===== src/rtl/devPausePkg.sv =====
package devPausePkg;
  typedef enum logic [1:0] {
    ST_SLEEP  = 2'b00,
    ST_ACTIVE = 2'b01,
    ST_PAUSE  = 2'b10
  } devStateE;

  typedef struct packed {
    logic goSleep;
    logic goActive;
    logic goPause;
  } stateStrobeS;
endpackage


===== src/rtl/devPauseDp.sv =====
module devPauseDp
  import devPausePkg::*;
#(
  parameter int AW = 4
) (
  input  logic          clk,
  input  logic          rstN,
  input  logic          addrPresent,
  input  logic [AW-1:0] cmdAddr,
  input  logic [AW-1:0] fuseAddr,
  input  stateStrobeS   strobe,
  output logic          addrHit,
  output devStateE      curState,
  output logic          listenEn,
  output logic          lowPower
);
  // A pause command with no address field selects every device.
  always_comb addrHit = !addrPresent || (cmdAddr == fuseAddr);

  always_ff @(posedge clk or negedge rstN) begin
    if (!rstN)                 curState <= ST_SLEEP;
    else if (strobe.goSleep)   curState <= ST_SLEEP;
    else if (strobe.goPause)   curState <= ST_PAUSE;
    else if (strobe.goActive)  curState <= ST_ACTIVE;
  end

  always_comb begin
    listenEn = (curState == ST_ACTIVE);
    lowPower = (curState == ST_SLEEP);
  end
endmodule


===== src/rtl/devPauseCtl.sv =====
module devPauseCtl
  import devPausePkg::*;
(
  input  devStateE    curState,
  input  logic        wakeTok,
  input  logic        pauseCmd,
  input  logic        wdExpire,
  input  logic        addrHit,
  output stateStrobeS strobe
);
  always_comb begin
    strobe = '0;
    unique case (curState)
      ST_SLEEP:  strobe.goActive = wakeTok;
      ST_ACTIVE: begin
        strobe.goSleep = wdExpire;
        strobe.goPause = !wdExpire && pauseCmd && addrHit;
      end
      ST_PAUSE:  strobe.goSleep = wdExpire;
      default:   strobe.goSleep = 1'b1;
    endcase
  end
endmodule


===== src/rtl/devPauseTop.sv =====
module devPauseTop
  import devPausePkg::*;
#(
  parameter int AW = 4
) (
  input  logic          clk,
  input  logic          rstN,
  input  logic          wakeTok,
  input  logic          pauseCmd,
  input  logic          addrPresent,
  input  logic [AW-1:0] cmdAddr,
  input  logic [AW-1:0] fuseAddr,
  input  logic          wdExpire,
  output logic [1:0]    devState,
  output logic          listenEn,
  output logic          lowPower
);
  stateStrobeS strobe;
  devStateE    curState;
  logic        addrHit;

  devPauseCtl uCtl (
    .curState(curState), .wakeTok(wakeTok), .pauseCmd(pauseCmd),
    .wdExpire(wdExpire), .addrHit(addrHit), .strobe(strobe)
  );

  devPauseDp #(.AW(AW)) uDp (
    .clk(clk), .rstN(rstN), .addrPresent(addrPresent), .cmdAddr(cmdAddr),
    .fuseAddr(fuseAddr), .strobe(strobe), .addrHit(addrHit),
    .curState(curState), .listenEn(listenEn), .lowPower(lowPower)
  );

  always_comb devState = curState;
endmodule


===== config.mk =====
export PLATFORM = sky130hd
export DESIGN_NAME = devPauseTop
export DESIGN_NICKNAME = d
export VERILOG_FILES = /design/src/rtl/devPausePkg.sv /design/src/rtl/devPauseDp.sv /design/src/rtl/devPauseCtl.sv /design/src/rtl/devPauseTop.sv
export SDC_FILE = /design/constraint.sdc
export NUM_CORES = 1
export LEC_CHECK = 0
export ABC_CLOCK_PERIOD_IN_PS = 1450
export BUFFER_PORTS_ARGS = -buffer_cell sky130_fd_sc_hd__buf_4
export CORE_AREA = 8 8 45 47
export DETAILED_ROUTE_END_ITERATION = 16
export DIE_AREA = 0 0 53 55
export PLACE_DENSITY = 0.43
export SLEW_MARGIN = 20
export SYNTH_ARGS = -nofsm -noshare
export SYNTH_HDL_FRONTEND = slang
export SYNTH_SLANG_ARGS = --single-unit

===== constraint.sdc =====
create_clock -name clk -period 1.45 [get_ports clk]
set_input_delay 0.2175 -clock clk [delete_from_list [all_inputs] [get_ports clk]]
set_output_delay 0.2175 -clock clk [all_outputs]
set_load 0.01 [all_outputs]

==> impl_metrics.csv <==
group,metric,value,unit
outcome,status,"complete, no violations",
global_route,use_met1,4.71,%
final_layout,diodes,0,
floorplan,dieHeight,55,um
final_layout,layout_common_cells,"17 x buf_4, 4 x xor2_1, 3 x inv_1, 3 x clkbuf_4",
floorplan,die_area,2920,um^2
clock_tree,clock_path_buffers,2,
global_route,grt_overflow,0,
pwr,p_clk_share,26.0,%
floorplan,die_w,53,um
clock_tree,path_clk_slew,30,ps
global_route,grt_pass1_vias,247,
clock_tree,insertion_delay,220,ps
synth,synth_fp_nets,37,
floorplan,num_io_pins,18,
clock_tree,cts_tree,"built",
final_layout,largest_register_ffs,2,
synth,yosys_warnings,0,
final_layout,fin_area,374,um^2
pwr,p_switching,0.000163,W
sta,grt_setup_unrepaired,"false",
sta,slew-limit-headroom,78.9,%
sta,period_share,88.3,%
sta,setup_viol,0,
global_route,grt_util_met2,4.88,%
synth,syn_area_per_cell,9.24,um^2
sta,whs,291,ps
place,place_congestion,0.688,
critical_path,required,1550,ps
drt,drc,0,
synth,synth_seq_area_share,25.8,%
final_layout,layoutNonFillerInstCount,58,
sta,finClkSkew,1.14,ps
drt,vias,231,
synth,synth_seq_cells,2,
clock_tree,clock_sinks,2,
sta,finalWorstPathRequiredPeriod,1280,ps
floorplan,core-area,1380,um^2
pwr,totalPowerFinal,0.000461,W
synth,syn_area,194,um^2
final_layout,nets,60,
sta,fin_tns_setup,0,ps
sta,tightestPinTransition,312,ps
global_route,met3_usage,5.88,%
drt,vias_per_cell,3.98,
pwr,p_per_area,1230,nW/um^2
global_route,antenna_found_initial,0,
clock_tree,numCtsBuffers,3,
floorplan,initial_core_util,14.0,%
sta,slew_viol_final,0,
pwr,swShare,35.3,%
floorplan,row_count,14,
clock_tree,ctsRootBufferMaster,"clkbuf_4",
sta,fmax,781,MHz
place,placed_area,342,um^2
global_route,grt_pass1_wl,945,um
final_layout,largest_registers,"uDp.curState (2)",
final_layout,drive_gt1_share,50.0,%
min_path,hp-class,"primary input to flop",
place,port_buffers,17,
global_route,top_usage_layer,"met3",
pwr,power_frac_seq,19.2,%
critical_path,cp_data_arrival_time,1380,ps
clock_tree,htreeDepth,1,
global_route,grt_use_total,4.59,%
drt,wire_per_inst,10.6,um
synth,synth_cell_types,14,
critical_path,cp_max_fo,4,
drt,routed_wl,612,um
drt,ant_nets,0,
flow_run,timing.max_cap.violations,0,
place,placed_cells,54,
global_route,grt_max_degree,6,
synth,synth_cells,21,
pwr,cellLeakagePower,0.190,nW
final_layout,top_register,"uDp.curState",
critical_path,critical_path.endpoint_type,"flop",
pwr,irDropWorstVdd,500,uV
sta,hold_viol,0,
critical_path,crit_type,"flop to flop",
drt,dr.pass1.iters,2,
pwr,p_int,0.000299,W
pwr,combPwrFrac,54.8,%
drt,drt-initial-drc-count,2,
critical_path,critPathLaunchType,"flop",
final_layout,area_growth,92.9,%
final_layout,layout_commonest_cell,"buf_4",
final cells by class:
cell class,count,area [um^2]
clock buffers,3,22.5
fillers,155,1010
inverters,3,11.3
multi-input cells,16,133
flip-flops and latches,2,50.0
well taps,16,20.0
repair buffers,18,138
final timing paths:
path                            depth (start not counted)  slack, ps                   startpoint                           to
worst max-delay path                                    4        170  uDp.curState[0]$_DFFE_PN0P_  uDp.curState[1]$_DFFE_PN0P_
worst min-delay path                                    3        290                  addrPresent  uDp.curState[0]$_DFFE_PN0P_
worst max register to register                          4        170  uDp.curState[0]$_DFFE_PN0P_  uDp.curState[1]$_DFFE_PN0P_
worst min register to register                          2        630  uDp.curState[0]$_DFFE_PN0P_  uDp.curState[0]$_DFFE_PN0P_
max in group asynchronous                               2       1040                         rstN  uDp.curState[0]$_DFFE_PN0P_
min in group asynchronous                               2        320                         rstN  uDp.curState[1]$_DFFE_PN0P_
logic make-up (layout without fill, tap and decap cells):
group	count (synthesis)	after routing	share of synthesized area, %
AO/OA/AOI/OAI	7	7	27.7
AND/OR/NAND/NOR	3	3	9.68
flip-flops	2	2	25.8
XOR/XNOR	4	4	18.1
buffers and inverters	3	24	5.81
adder cells (fa/ha/maj)	2	2	12.9
worst max-delay path: stages, from the launching register on:
cell	delay, ps
dfrtp_1	390
ha_1	220
and3b_1	200
o221a_2	250
o31a_1	100
metrics by stage:
| step | util (%) | setup WS, ps |
|---|---|---|
| finish | 27.0 | 170 |
| global route | 27.0 | 95.2 |
| CTS | 27.0 | 116 |
| detailed placement | 24.7 | 123 |
| global placement | 24.7 | 138 |
| floorplan | - | 128 |
cell usage after synthesis:
| cell type | count | share of area, % |
|---|---|---|
| and3b_1 | 1 | 4.5 |
| o41ai_1 | 1 | 4.5 |
| nor4_1 | 1 | 3.2 |
| inv_1 | 3 | 5.8 |
| ha_1 | 2 | 13 |
| a211oi_1 | 1 | 3.9 |
| a21oi_1 | 1 | 2.6 |
| o31a_1 | 1 | 4.5 |
| o21ai_0 | 1 | 2.6 |
| dfrtp_1 | 2 | 26 |
| o221a_2 | 1 | 5.8 |
| a21boi_0 | 1 | 3.9 |
| xor2_1 | 4 | 18 |
| nand2_1 | 1 | 1.9 |
repair_timing:
action,4_1_cts,5_1_grt
buffers inserted,0,0
gates resized for setup,0,1
endpoints found under the setup margin,0,1
endpoints found under the hold margin,2,0
hold buffers,1,0
power by group through the flow:
stage / logic [W] / clock network [W] / registers, W
after detailed placement: 0.000254 / 0 / 0.0000892
after floorplan: 0.000128 / 0 / 0.0000952
after global routing: 0.000281 / 0.000135 / 0.0000911
after CTS: 0.000257 / 0.000128 / 0.0000886
final: 0.000253 / 0.000120 / 0.0000886
after global placement: 0.000257 / 0 / 0.0000896
metal layers:
metal	vias to the layer above	share of wire [%]
li1	122	-
met1	91	44
met2	18	32
met3	0	25
met4	0	0
met5	-	0
No activity file was read; power rests on OpenSTA's default activity.
